[src/rtl/sshift_pkg.sv]
package sshift_pkg;
  typedef enum logic [1:0] {
    CS_NONE     = 2'b00,
    CS_TIMER    = 2'b01,
    CS_EXT_RISE = 2'b10,
    CS_EXT_FALL = 2'b11
  } csel_e;

  localparam logic [1:0] A_DATA = 2'd0;
  localparam logic [1:0] A_CNT  = 2'd1;
  localparam logic [1:0] A_CTRL = 2'd2;

  localparam int unsigned CB_STROBE = 2;
  localparam int unsigned CB_TOGGLE = 3;
  localparam int unsigned CB_DIR    = 4;
endpackage

[src/rtl/sshift_sync.sv]
module sshift_sync #(
  parameter int unsigned STAGES = 2
) (
  input  logic clk,
  input  logic rst,
  input  logic d,
  output logic q
);
  logic [STAGES-1:0] chain;

  always_ff @(posedge clk) begin
    if (rst) chain <= '0;
    else     chain <= {chain[STAGES-2:0], d};
  end

  assign q = chain[STAGES-1];
endmodule

[src/rtl/sshift_clksel.sv]
module sshift_clksel
  import sshift_pkg::*;
(
  input  csel_e      csel,
  input  logic       cnt_src,
  input  logic       wr_ctrl,
  input  logic [3:0] ctrl_wbits,
  input  logic       tmr_ovf,
  input  logic       pin_rise,
  input  logic       pin_fall,
  output logic       shift_tick,
  output logic       cnt_tick,
  output logic       latch_tick,
  output logic       transparent
);
  logic sw_strobe;
  logic tgl_count;
  logic mode_shift;
  logic mode_cnt;

  // Strobes are decoded from the value being written.
  assign sw_strobe = wr_ctrl && (ctrl_wbits[1:0] == CS_NONE) && ctrl_wbits[CB_STROBE];
  assign tgl_count = wr_ctrl && ctrl_wbits[1] && ctrl_wbits[CB_STROBE] && ctrl_wbits[CB_TOGGLE];

  always_comb begin
    mode_shift = 1'b0;
    mode_cnt   = 1'b0;
    latch_tick = 1'b0;
    unique case (csel)
      CS_NONE: begin
      end
      CS_TIMER: begin
        mode_shift = tmr_ovf;
        mode_cnt   = tmr_ovf;
      end
      CS_EXT_RISE: begin
        mode_shift = pin_rise;
        latch_tick = pin_fall;
        mode_cnt   = !cnt_src && (pin_rise || pin_fall);
      end
      CS_EXT_FALL: begin
        mode_shift = pin_fall;
        latch_tick = pin_rise;
        mode_cnt   = !cnt_src && (pin_rise || pin_fall);
      end
      default: begin
      end
    endcase
  end

  assign shift_tick  = sw_strobe || mode_shift;
  assign cnt_tick    = sw_strobe || tgl_count || mode_cnt;
  assign transparent = wr_ctrl ? !ctrl_wbits[1] : !csel[1];
endmodule

[src/rtl/sshift_shreg.sv]
module sshift_shreg #(
  parameter int unsigned DATA_W = 8
) (
  input  logic              clk,
  input  logic              rst,
  input  logic              load,
  input  logic [DATA_W-1:0] load_val,
  input  logic              shift,
  input  logic              bit_in,
  input  logic              latch_tick,
  input  logic              transparent,
  output logic [DATA_W-1:0] sreg,
  output logic              dout
);
  logic [DATA_W-1:0] sreg_n;

  always_comb begin
    if (load)       sreg_n = load_val;
    else if (shift) sreg_n = {sreg[DATA_W-2:0], bit_in};
    else            sreg_n = sreg;
  end

  always_ff @(posedge clk) begin
    if (rst) begin
      sreg <= '0;
      dout <= 1'b0;
    end else begin
      sreg <= sreg_n;
      if (transparent)     dout <= sreg_n[DATA_W-1];
      else if (latch_tick) dout <= sreg[DATA_W-1];
    end
  end
endmodule

[src/rtl/sshift_counter.sv]
module sshift_counter #(
  parameter int unsigned CNT_W = 4
) (
  input  logic             clk,
  input  logic             rst,
  input  logic             load,
  input  logic [CNT_W-1:0] load_val,
  input  logic             tick,
  input  logic             flag_clr,
  output logic [CNT_W-1:0] cnt,
  output logic             wrap_flag
);
  logic at_top;
  assign at_top = (cnt == {CNT_W{1'b1}});

  always_ff @(posedge clk) begin
    if (rst) begin
      cnt       <= '0;
      wrap_flag <= 1'b0;
    end else begin
      if (load)      cnt <= load_val;
      else if (tick) cnt <= cnt + CNT_W'(1);
      if (tick && !load && at_top) wrap_flag <= 1'b1;
      else if (flag_clr)           wrap_flag <= 1'b0;
    end
  end
endmodule

[src/rtl/sshift_unit.sv]
module sshift_unit
  import sshift_pkg::*;
#(
  parameter int unsigned DATA_W = 8,
  parameter int unsigned CNT_W  = 4,
  parameter int unsigned SYNC_N = 2
) (
  input  logic              clk,
  input  logic              rst,
  input  logic [1:0]        reg_addr,
  input  logic              reg_wr,
  input  logic [DATA_W-1:0] reg_wdata,
  output logic [DATA_W-1:0] reg_rdata,
  input  logic              ser_in,
  output logic              ser_out,
  input  logic              sclk_in,
  output logic              sclk_out,
  output logic              sclk_oe,
  input  logic              tmr_ovf
);
  localparam int unsigned FLAG_BIT = CNT_W;
  localparam int unsigned STAT_PAD = DATA_W - CNT_W - 1;
  localparam int unsigned CTRL_PAD = DATA_W - CB_DIR - 1;

  logic  wr_data, wr_cnt, wr_ctrl, tgl_wr;
  csel_e csel_q;
  logic  cnt_src_q, dir_q, sclk_q;
  logic  pin_s, pin_d, din_s, pin_rise, pin_fall;
  logic  shift_tick, cnt_tick, latch_tick, transparent;
  logic  flag_clr;
  logic [DATA_W-1:0] sreg;
  logic [CNT_W-1:0]  cnt;
  logic              wrap_flag;
  logic [DATA_W-1:0] rd_mux;

  assign wr_data  = reg_wr && (reg_addr == A_DATA);
  assign wr_cnt   = reg_wr && (reg_addr == A_CNT);
  assign wr_ctrl  = reg_wr && (reg_addr == A_CTRL);
  assign tgl_wr   = wr_ctrl && reg_wdata[CB_TOGGLE];
  assign flag_clr = wr_cnt && reg_wdata[FLAG_BIT];

  always_ff @(posedge clk) begin
    if (rst) begin
      csel_q    <= CS_NONE;
      cnt_src_q <= 1'b0;
      dir_q     <= 1'b0;
      sclk_q    <= 1'b0;
    end else begin
      if (wr_ctrl) begin
        csel_q    <= csel_e'(reg_wdata[1:0]);
        cnt_src_q <= reg_wdata[CB_STROBE];
        dir_q     <= reg_wdata[CB_DIR];
      end
      if (tgl_wr) sclk_q <= !sclk_q;
    end
  end

  sshift_sync #(.STAGES(SYNC_N)) u_sync_pin (
    .clk(clk), .rst(rst), .d(sclk_in), .q(pin_s)
  );
  sshift_sync #(.STAGES(SYNC_N)) u_sync_din (
    .clk(clk), .rst(rst), .d(ser_in), .q(din_s)
  );

  always_ff @(posedge clk) begin
    if (rst) pin_d <= 1'b0;
    else     pin_d <= pin_s;
  end
  assign pin_rise = pin_s && !pin_d;
  assign pin_fall = !pin_s && pin_d;

  sshift_clksel u_clksel (
    .csel        (csel_q),
    .cnt_src     (cnt_src_q),
    .wr_ctrl     (wr_ctrl),
    .ctrl_wbits  (reg_wdata[3:0]),
    .tmr_ovf     (tmr_ovf),
    .pin_rise    (pin_rise),
    .pin_fall    (pin_fall),
    .shift_tick  (shift_tick),
    .cnt_tick    (cnt_tick),
    .latch_tick  (latch_tick),
    .transparent (transparent)
  );

  sshift_shreg #(.DATA_W(DATA_W)) u_shreg (
    .clk         (clk),
    .rst         (rst),
    .load        (wr_data),
    .load_val    (reg_wdata),
    .shift       (shift_tick),
    .bit_in      (din_s),
    .latch_tick  (latch_tick),
    .transparent (transparent),
    .sreg        (sreg),
    .dout        (ser_out)
  );

  sshift_counter #(.CNT_W(CNT_W)) u_counter (
    .clk       (clk),
    .rst       (rst),
    .load      (wr_cnt),
    .load_val  (reg_wdata[CNT_W-1:0]),
    .tick      (cnt_tick),
    .flag_clr  (flag_clr),
    .cnt       (cnt),
    .wrap_flag (wrap_flag)
  );

  always_comb begin
    unique case (reg_addr)
      A_DATA:  rd_mux = sreg;
      A_CNT:   rd_mux = {{STAT_PAD{1'b0}}, wrap_flag, cnt};
      A_CTRL:  rd_mux = {{CTRL_PAD{1'b0}}, dir_q, 2'b00, csel_q};
      default: rd_mux = '0;
    endcase
  end

  always_ff @(posedge clk) begin
    if (rst) reg_rdata <= '0;
    else     reg_rdata <= rd_mux;
  end

  assign sclk_out = sclk_q;
  assign sclk_oe  = dir_q;
endmodule

[config.mk]
export PLATFORM = sky130hd
export DESIGN_NAME = sshift_unit
export DESIGN_NICKNAME = d
export VERILOG_FILES = /design/src/rtl/sshift_pkg.sv /design/src/rtl/sshift_sync.sv /design/src/rtl/sshift_clksel.sv /design/src/rtl/sshift_shreg.sv /design/src/rtl/sshift_counter.sv /design/src/rtl/sshift_unit.sv
export SDC_FILE = /design/constraint.sdc
export NUM_CORES = 1
export LEC_CHECK = 0
export BUFFER_PORTS_ARGS = -buffer_cell sky130_fd_sc_hd__buf_2
export CORE_MARGIN = 2
export CORE_UTILIZATION = 40
export CTS_BUF_LIST = sky130_fd_sc_hd__clkbuf_4
export DETAILED_ROUTE_END_ITERATION = 10
export GPL_ROUTABILITY_DRIVEN = 0
export SETUP_SLACK_MARGIN = 0.5
export SLEW_MARGIN = 20
export SYNTH_ARGS = -nofsm -noshare
export SYNTH_HDL_FRONTEND = slang
export SYNTH_SLANG_ARGS = --single-unit
[constraint.sdc]
create_clock -name clk -period 2.7 [get_ports clk]
set_input_delay 0 -clock clk [delete_from_list [all_inputs] [get_ports clk]]
set_output_delay 0 -clock clk [all_outputs]
set_load 0.005 [all_outputs]
Word level (Yosys, flattened, before mapping)
Cells that the tools add are included.
{"block": "word_totals", "register_bits": 32, "input_bits": 16, "out_inout_bits": 11, "elab_cells": 66}
{"block": "op_classes", "addsub": 1, "eq_ne": 6, "muxes": 13, "n_reduce_logical": 33}
{"op": "8-bit one-hot mux with 3 select lines", "count": 1}
{"op": "8-bit 2-to-1 mux", "count": 2}
{"op": "1-bit logical AND", "count": 15}
{"op": "4-bit 2-to-1 mux", "count": 2}
{"op": "2-bit nonzero test", "count": 4}
{"op": "1-bit logical NOT", "count": 7}
{"op": "2-bit equality test, second input constant", "count": 3}
{"op": "1-bit 2-to-1 mux", "count": 5}
{"op": "4-bit by 1-bit adder with 4-bit output, second input constant", "count": 1}
{"op": "2-bit by 1-bit equality test with 1-bit output, second input constant", "count": 2}
{"op": "4-bit equality test, second input constant", "count": 1}
{"op": "2-bit logical NOT", "count": 2}
{"op": "1-bit logical OR", "count": 4}
{"op": "1-bit one-hot mux with 2 select lines", "count": 2}
{"op": "1-bit one-hot mux with 3 select lines", "count": 1}
{"op": "2-bit OR reduction", "count": 1}

Logic depth before layout (Yosys ltp)
Gate-level depths: netlist of the first run.
{"block": "logic_depth", "depth_word": 10, "ltp_mapped": 7, "ltp_nobuf": 7}

Hierarchy
A second synthesis of the first run with hierarchy kept.
{"block": "unflattened", "hier_cells": 152, "hier_area_um2": 1456.4}
{"mod": "sshift_unit", "instances": 1, "cells_per_inst": 57, "area_per_inst_um2": 583.1, "seq_area_each_um2": 280.3}
{"mod": "sshift_shreg", "instances": 1, "cells_per_inst": 47, "area_per_inst_um2": 421.7, "seq_area_each_um2": 180.2}
{"mod": "sshift_counter", "instances": 1, "cells_per_inst": 27, "area_per_inst_um2": 257.7, "seq_area_each_um2": 100.1}
{"mod": "sshift_sync", "instances": 2, "cells_per_inst": 4, "area_per_inst_um2": 52.6, "seq_area_each_um2": 40.0}
{"mod": "sshift_clksel", "instances": 1, "cells_per_inst": 13, "area_per_inst_um2": 88.8, "seq_area_each_um2": 0.0}

Worst setup path before layout of the first run
Ideal clock, no wire load.
{"block": "synth_timing", "kind": "register to register", "from": "register u_sync_pin.chain[1]", "to": "register u_shreg.dout", "arrival_time_ps": 1925, "setup_slack_ps": 642, "path_stages_with_launch": 8, "synth_period_minus_slack_ps": 2058, "cell_sequence": "dfxtp_1 -> inv_1 -> ha_1 -> mux2_4 -> a221oi_4 -> mux2_4 -> mux2i_2 -> a211oi_2"}
{"block": "synth_between", "elab_chain_cells": 7}
{"item": "from (decl)", "line": "sshift_sync.sv:9", "text": "logic [STAGES-1:0] chain;"}
{"item": "from (signal assigned)", "line": "sshift_sync.sv:13", "text": "else chain <= {chain[STAGES-2:0], d};"}
{"item": "1-bit logical NOT", "line": "sshift_unit.sv:70", "text": "assign pin_fall = !pin_s && pin_d;"}
{"item": "1-bit logical AND", "line": "sshift_unit.sv:70"}
{"item": "1-bit one-hot mux with 3 select lines", "line": "sshift_clksel.sv:29", "text": "unique case (csel)"}
{"item": "1-bit logical OR", "line": "sshift_clksel.sv:51", "text": "assign shift_tick = sw_strobe || mode_shift;"}
{"item": "8-bit 2-to-1 mux", "line": "sshift_shreg.sv:19", "text": "else if (shift) sreg_n = {sreg[DATA_W-2:0], bit_in};"}
{"item": "8-bit 2-to-1 mux", "line": "sshift_shreg.sv:18", "text": "if (load) sreg_n = load_val;"}
{"item": "1-bit 2-to-1 mux", "line": "sshift_shreg.sv:29", "text": "if (transparent) dout <= sreg_n[DATA_W-1];"}
{"item": "to (signal assigned)", "line": "sshift_shreg.sv:29"}
{"item": "to (signal assigned)", "line": "sshift_shreg.sv:30", "text": "else if (latch_tick) dout <= sreg[DATA_W-1];"}
{"item": "to (decl)", "line": "sshift_shreg.sv:13", "text": "output logic dout"}
Parallel ways exist; a longest one is shown, timed or not. The select of a mux whose other input is x is not followed.
A chain may end at the register's enable or synchronous reset.

Final worst setup path of the first run
Same ends and word-level chain as after synthesis.

==> impl_metrics.ini, run 1 <==
[run]
cap_violations = 0

[cts]
cts-root-buf = clkbuf_4
cts_buffers = 5
cts_tree = done
htreeDepth = 2
cts_resized = 0
clock_tree.buffer_depth = 2
cts_setup_buffers = 0
clk_pin_slew_ns = 0.09
cts_sinks = 32
clk_latency_ns = 0.32
hold_buffers = 13

[setup_path]
cp.required_ns = 2.90
crit_path_cell_trace = inv_1 > ha_1 > mux2_4 > a221oi_4 > mux2_4 > mux2i_2 > a211oi_2
worstSetupStartpointType = flip-flop
worst_path_largest_cell_delay_ns = 0.34
crit_top_cell = mux2_4
slowest_stage = dfxtp_1
critPathCaptureType = flip-flop
rr_startpoint = u_sync_pin.chain[1]
crit_arrival_ns = 2.14
worstPathMaxFanout = 2
criticalPathCategory = reg2reg
setup.worst_path.start = u_sync_pin.chain[1]

[placed_design]
io_buffers = 26
place_ws_ns = 0.774
hpwl_mm = 2.16
place_inst = 212

[route]
dr.pass1.iters = 4
drtAntennaViolNets = 0
routed_wl_mm = 2.99
vias = 1169
drtIter0Drc = 63
wl_per_cell_um = 12.9
drc_errors = 0
via_per_inst = 5.04

[timing]
finalSetupViolations = 0
hold_violations = 0
slew_headroom = 0.621
max_freq_ghz = 0.515
clock_skew_ns = 0.00416
fin_setup_tns_ns = 0
fin_crit_ns = 1.94
tightestPinTransition_ns = 0.569
slew_violations = 0
hold_ws_ns = 0.0795
post-route-period-util = 0.719
rsz0062_at_grt = no
setup_ws_ns = 0.758

[hold_path]
hp-start = reg_wr
hold_path.class = in2reg

[pwr]
ir_drop_uv = 318
p_per_area_mw_per_mm2 = 491
leakage_nw = 0.790

[die]
dieArea_mm2 = 0.00406
die_w_um = 63.7
core_area_mm2 = 0.00339
initial_core_util = 0.420
rows = 21
die_h_um = 63.7
ioPinCount = 27

[grt]
grt_remaining_overflow = 0
grt_pass1_vias = 1134
antenna_found_initial = 0
grt_usage = 0.166
grt_pass1_wl_mm = 5.13
grt_max_degree = 32

[synth]
synth_seq_area_share = 0.450
syn-instance-count = 147
ys_warn_count = 0
ys_seq_elements = 32
synth-main-ff-cell = dfxtp_1
synth_edf_count = 0
syn-num-nets = 166
syn_avg_cell_area_um2 = 9.69
async_flop_share = 0
synth.distinct_cells = 34
syn_area_mm2 = 0.00143

[cells_and_area]
final_cell_mix = dfxtp_1, buf_2, nor2_1, mux2i_1, dlygate4sd3_1
diodes = 0
nets = 205
drive_gt1_frac = 0.226
final_common_cell = dfxtp_1
fin_cells = 232
fin_util = 0.519
syn2layout_area_growth_pct = 23.4

[outcome]
outcome = completed
## cells in the mapped netlist (2+ instances only)
library cell | n | area (um^2)
and2_1 | 4 | 25.0
xor2_1 | 3 | 26.3
a21oi_1 | 5 | 25.0
nand2b_1 | 2 | 12.5
a211oi_1 | 9 | 67.6
dfxtp_1 | 32 | 641
nor2b_1 | 5 | 31.3
o21a_1 | 2 | 15.0
nand3_1 | 5 | 25.0
mux2i_1 | 15 | 150
nand2_1 | 4 | 15.0
o21ai_0 | 3 | 15.0
nor2_1 | 24 | 90.1
o22ai_1 | 2 | 12.5
a311oi_1 | 2 | 17.5
ha_1 | 3 | 37.5
nor3_1 | 3 | 15.0
inv_1 | 3 | 11.3
clkbuf_1 | 5 | 18.8
mux2_4 | 2 | 30.0
## per-layer routing
| metal | share of wire | wire length (um) | up-vias | global-route usage |
|---|---|---|---|---|
| li1 | - | - | 592 | - |
| met1 | 0.46 | 1380 | 546 | 0.199 |
| met2 | 0.48 | 1430 | 25 | 0.274 |
| met3 | 0.042 | 125 | 6 | 0.0536 |
| met4 | 0.017 | 51 | 0 | 0.0652 |
| met5 | 0 | 0 | - | 0 |
## cell type report
type | instances | area (um^2)
clock buffers | 6 | 45.0
flip-flops and latches | 32 | 641
inverters | 3 | 11.3
multi-input cells | 104 | 732
clock inverters | 1 | 5.00
repair buffers | 40 | 268
fillers | 348 | 1630
well taps | 46 | 57.6
## state kept, by name (all words and copies together) (netlist names)
signal               flops
cnt_src_q                1
u_sync_pin.chain         2
pin_d                    1
u_shreg.sreg             8
u_shreg.dout             1
u_counter.cnt            4
reg_rdata                8
u_sync_din.chain         2
csel_q                   2
sclk_out                 1
sclk_oe                  1
u_counter.wrap_flag      1
## final timing paths
kind         cells after the start                   to  slack (ns)
max reg2reg                      7         u_shreg.dout        0.76
max                              7         u_shreg.dout        0.76
min reg2reg                      1  u_sync_pin.chain[1]        0.44
min                              4             sclk_out        0.08
## stage by stage
step                power (mW)  area, um^2
floorplan                0.576        1430
global placement         0.605        1580
detailed placement       0.608        1580
CTS                      0.877        1760
global route             0.917        1760
finish                   0.863        1760
## power by group
part	internal (mW)	switching (mW)	total, mW	leakage [nW]
logic	0.0534	0.0519	0.105	0.497
clock network	0.106	0.148	0.254	0.0315
registers	0.491	0.0139	0.505	0.261
## cells by family (layout without fill, tap and decap cells)
logic type / after synthesis / count (layout) / share of synthesized area
and+or+nand+nor: 53 / 53 / 0.185
DFF: 32 / 32 / 0.450
AOI/OAI and AO/OA: 26 / 26 / 0.140
muxes: 19 / 19 / 0.144
buffers and inverters: 11 / 50 / 0.0369
adders and majority gates: 3 / 3 / 0.0263
xor gates and xnor gates: 3 / 3 / 0.0184
## critical path: cells and delay by family, from the launching register on
kind / cells / cell delay [ns]
multiplexers: 3 / 0.79
AO/OA/AOI/OAI: 2 / 0.42
flip-flops: 1 / 0.34
adder cells (fa/ha/maj): 1 / 0.21
buffers and inverters: 1 / 0.06
Note: power is estimated with default switching activity, not from simulation.
==> run 2: changes to the inputs <==
Clock period 2.7 ns to 1.57 ns, I/O delays scaled along.
==> run 2 against run 1 <==
Against the previous run: the flow now finishes with violations (setup timing); via count up 5.6%; global-route usage grew 0.48 points; first-iteration DRC count shrank 49%; sequential share of layout area decreased by 3.3 points; wire length grew 9.8%; core utilization is 5.7 points higher; register-to-register slack got worse by 0.99 ns; combinational power rose by 110%; critical path depth up 1; sequential cell count unchanged; critical endpoint is now u_shreg.sreg[5]; largest power group unchanged.
==> impl_metrics.ini, run 2 (synthesis gave the netlist of run 1 again) <==
[outcome]
outcome = complete, but fails checks
violations = setup timing

[timing]
fin_setup_tns_ns = -1.89
clock_skew_ns = 0.00620
finalSetupViolations = 10
max_freq_ghz = 0.555
hold_violations = 0
rsz0062_at_grt = yes
tightestPinTransition_ns = 0.457
slew_violations = 0
hold_ws_ns = 0.00500
post-route-period-util = 1.15
setup_ws_ns = -0.233
fin_crit_ns = 1.80
slew_headroom = 0.695

[die]
ioPinCount = 27
initial_core_util = 0.420
rows = 21
core_area_mm2 = 0.00339
die_w_um = 63.7
dieArea_mm2 = 0.00406
die_h_um = 63.7

[cells_and_area]
final_common_cell = dfxtp_1
syn2layout_area_growth_pct = 37.0
finalInstanceArea_mm2 = 0.00195
fillers = 318
multiInputGateArea_um2 = 792
final_cell_mix = dfxtp_1, buf_2, nor2_1, dlygate4sd3_1, mux2i_1
regArea_um2 = 647
diodes = 0
nets = 216
reg_top3 = reg_rdata (8), u_shreg.sreg (8), u_counter.cnt (4)
fin_cells = 244
drive_gt1_frac = 0.328

[setup_path]
criticalPathCategory = reg2reg
r2r_cells = 8
ff2ff_setup_slack_ns = -0.23
critPathCaptureType = flip-flop
crit_arrival_ns = 2.02
worstSetupStartpointType = flip-flop
worstPathMaxFanout = 7
slowest_stage = dfxtp_2
crit_path_cell_trace = inv_2 > ha_4 > mux2_4 > a221oi_4 > buf_4 > buf_8 > mux2i_2 > a211oi_2
cp.required_ns = 1.79
worst_path_largest_cell_delay_ns = 0.35

[grt]
grt_usage = 0.171
grt_pass1_wl_mm = 5.33
grt_max_degree = 26
grt_pass1_vias = 1137
antenna_found_initial = 0
grt_remaining_overflow = 0

[pwr]
leakage_nw = 0.864
ir_drop_uv = 511
p_per_area_mw_per_mm2 = 884

[cts]
clk_pin_slew_ns = 0.10
cts_buffers = 5
clk_latency_ns = 0.33
cts_tree = done
htreeDepth = 2
cts_sinks = 32
clock_tree.buffer_depth = 2
cts-root-buf = clkbuf_4

[placed_design]
io_buffers = 26
place_inst = 221
placed_cell_area_mm2 = 0.00166
hpwl_mm = 2.25

[route]
routed_wl_mm = 3.28
dr.pass1.iters = 4
wl_per_cell_um = 13.4
drtIter0Drc = 32
via_per_inst = 5.06
drtAntennaViolNets = 0
drc_errors = 0
vias = 1234

[hold_path]
hold_path.class = in2reg
whs_path_depth = 3

[run]
cap_violations = 0
[run 2: cell count changes in the layout (fill, tap and decap cells not counted), moves of 2 or more]
cell,change
dfxtp_1,-3
mux2i_1,-2
dfxtp_2,+2
buf_4,+8
[run 2: path summary, 6_finish.rpt]
path                  startpoint                  end
max          u_sync_pin.chain[1]      u_shreg.sreg[5]
min                 reg_wdata[1]     u_counter.cnt[1]
max reg2reg  u_sync_pin.chain[1]      u_shreg.sreg[5]
min reg2reg  u_sync_din.chain[0]  u_sync_din.chain[1]
[run 2: final cells by class]
type	count	area share
Multi-Input combinational cell	104	0.406
Sequential cell	32	0.331
Timing Repair Buffer	51	0.187
Tap cell	46	0.0295
Clock buffer	6	0.0231
Clock inverter	2	0.0179
Inverter	3	0.00577
[run 2: routing by layer]
layer	wire length, um	GRT usage	share of wire	vias up
met5	0	0	0	-
met4	50	0.0571	0.015	0
met3	131	0.0482	0.040	5
met2	1560	0.268	0.48	27
met1	1540	0.224	0.47	590
li1	-	-	-	612
[run 2: repair_timing]
action | in CTS | in global routing
endpoints found under the setup margin | 14 | 14
gates resized for setup | 2 | 13
hold buffers | 13 | 1
hold endpoints to repair | 13 | 1
pin swaps | 2 | 9
setup buffers | 1 | 0
[run 2: power breakdown]
group,switching (mW),internal (mW),total [mW]
Sequential,0.0242,0.843,0.867
Clock,0.285,0.351,0.636
Combinational,0.105,0.117,0.222
[run 2: stage by stage]
| step | setup WS (ns) | total power [mW] | util |
|---|---|---|---|
| after floorplan | -0.426 | 0.994 | - |
| after global placement | -0.211 | 1.06 | 0.491 |
| after detailed placement | -0.263 | 1.06 | 0.491 |
| after CTS | -0.267 | 1.71 | 0.557 |
| after global routing | -0.316 | 1.80 | 0.576 |
| final | -0.233 | 1.73 | 0.576 |
[run 2: critical path: cells and delay by family (launching register included)]
| family | cells | cell delay [ns] |
|---|---|---|
| AOI/OAI and AO/OA | 2 | 0.38 |
| adders and majority gates | 1 | 0.14 |
| buffers and inverters | 3 | 0.33 |
| DFF | 1 | 0.35 |
| muxes | 2 | 0.48 |
==> run 3: changes to the inputs <==
Settings changed: TNS_END_PERCENT set to 5.
==> run 3 against run 2 <==
Against the previous run: the flow still finishes with violations (setup timing); clock power decreased by 25%; design area shrank 6.0%; cell count down 1.2%; via count down 1.9%; setup slack got worse by 0.014 ns; wire length down 2.2%; power is 10% lower; first-iteration DRC count rose by 72%; worst hold slack about the same; combinational power down 9.5%; critical path depth shrank 1; largest cell class unchanged; largest power group unchanged; highest routed layer unchanged.
==> impl_metrics.ini, run 3 (synthesis gave the netlist of run 1 again) <==
[cts]
cts_setup_buffers = 0
clk_latency_ns = 0.33
cts_buffers = 5
clock_tree.buffer_depth = 2
cts-root-buf = clkbuf_4
cts_sinks = 32
cts_tree = done
htreeDepth = 2
clk_pin_slew_ns = 0.10

[setup_path]
crit_top_cell = mux2_4
critical_path.top_delay_family = multiplexers
cp.required_ns = 1.78
critPathCaptureType = flip-flop
slowest_stage = dfxtp_2
crit_buf_inv = 1
crit_arrival_ns = 2.03
worst_path_largest_cell_delay_ns = 0.35
crit_path_cell_trace = inv_2 > ha_4 > mux2_4 > a221oi_4 > mux2_4 > mux2i_2 > a211oi_2
worstPathMaxFanout = 2
criticalPathCategory = reg2reg
worstSetupStartpointType = flip-flop

[run]
cap_violations = 0

[timing]
setup_ws_ns = -0.246
post-route-period-util = 1.16
rsz0062_at_grt = yes
tightestPinTransition_ns = 0.422
slew_violations = 0
fin_crit_ns = 1.82
hold_violations = 0
slew_headroom = 0.718
finalSetupViolations = 12
clock_skew_ns = 0.00669
max_freq_ghz = 0.551

[grt]
grt_usage = 0.174
grt_pass1_vias = 1250
antenna_found_initial = 0
grt_remaining_overflow = 0
grt_max_degree = 24
grt_pass1_wl_mm = 5.43

[route]
drtAntennaViolNets = 0
routed_wl_mm = 3.21
dr.pass1.iters = 4
drc_errors = 0
drtIter0Drc = 55
vias = 1211
wl_met3_um = 139
wl_met2_mm = 1.50
met1_length_mm = 1.50
via_per_inst = 5.02
wl_per_cell_um = 13.3
route.top_layer_used = met4

[die]
dieArea_mm2 = 0.00406
die_w_um = 63.7
core_area_mm2 = 0.00339
die_h_um = 63.7
ioPinCount = 27
rows = 21
initial_core_util = 0.420

[placed_design]
place_ws_ns = -0.249
hpwl_mm = 2.32
placed_cell_area_mm2 = 0.00167
place_inst = 222
io_buffers = 26

[cells_and_area]
diodes = 0
fin_cells = 241
nets = 213
syn2layout_area_growth_pct = 28.7
final_common_cell = dfxtp_1
final_cell_mix = dfxtp_1, buf_2, nor2_1, mux2i_1
fin_util = 0.541
drive_gt1_frac = 0.282
reg_top3 = reg_rdata (8), u_shreg.sreg (8), u_counter.cnt (4)
finalInstanceArea_mm2 = 0.00183

[outcome]
outcome = complete, but fails checks
violations = setup timing

[pwr]
leakage_nw = 0.839
p_per_area_mw_per_mm2 = 842
ir_drop_uv = 568
p_total_mw = 1.55

[hold_path]
hold_path.class = in2reg
## run 3: worst reg2reg max path, cell delays in order (launching register included)
cell and delay, ns:
dfxtp_2 0.35, inv_2 0.05, ha_4 0.15, mux2_4 0.27, a221oi_4 0.29, mux2_4 0.33, mux2i_2 0.18, a211oi_2 0.09
## run 3: report_power, final
part | total (mW) | internal [mW] | switching [mW]
Combinational | 0.201 | 0.105 | 0.0968
Sequential | 0.867 | 0.844 | 0.0234
Clock | 0.476 | 0.207 | 0.270
## run 3: what timing repair did
action                                  in CTS  in global routing
hold buffers                                11                  0
endpoints found under the setup margin      14                 15
gates resized for setup                      0                  0
hold endpoints to repair                    13                  0
pin swaps                                    0                  0
## run 3: path summary, 6_finish.rpt
path	startpoint	endpoint	slack, ns	depth (start not counted)
worst max-delay path	u_sync_pin.chain[1]	u_shreg.dout	-0.25	7
worst min-delay path	reg_wr	cnt_src_q	0.005	3
worst max register to register	u_sync_pin.chain[1]	u_shreg.dout	-0.25	7
worst min register to register	u_sync_pin.chain[0]	u_sync_pin.chain[1]	0.45	1
## run 3: metal layers
metal  track usage  up-vias
met5             0        -
met4        0.0707        0
met3        0.0429        9
met2         0.282       27
met1         0.220      565
li1              -      610
## run 3: through the flow
stage	setup TNS, ns	hold slack, ns
3_5_place_dp	-1.74	0.214
6_report	-1.93	0.00463
3_3_place_gp	-1.38	0.211
4_1_cts	-2.02	0.00313
2_1_floorplan	-1.78	0.128
5_1_grt	-3.27	0.0282
## run 3: cell type report
| type | count | area [um^2] |
|---|---|---|
| multi-input combinational | 104 | 744 |
| timing repair buffer | 48 | 323 |
| clock buffer | 7 | 52.6 |
| sequential | 32 | 642 |
| fill | 326 | 1560 |
| tap | 46 | 57.6 |
| inverter | 3 | 11.3 |
| clock inverter | 1 | 3.75 |
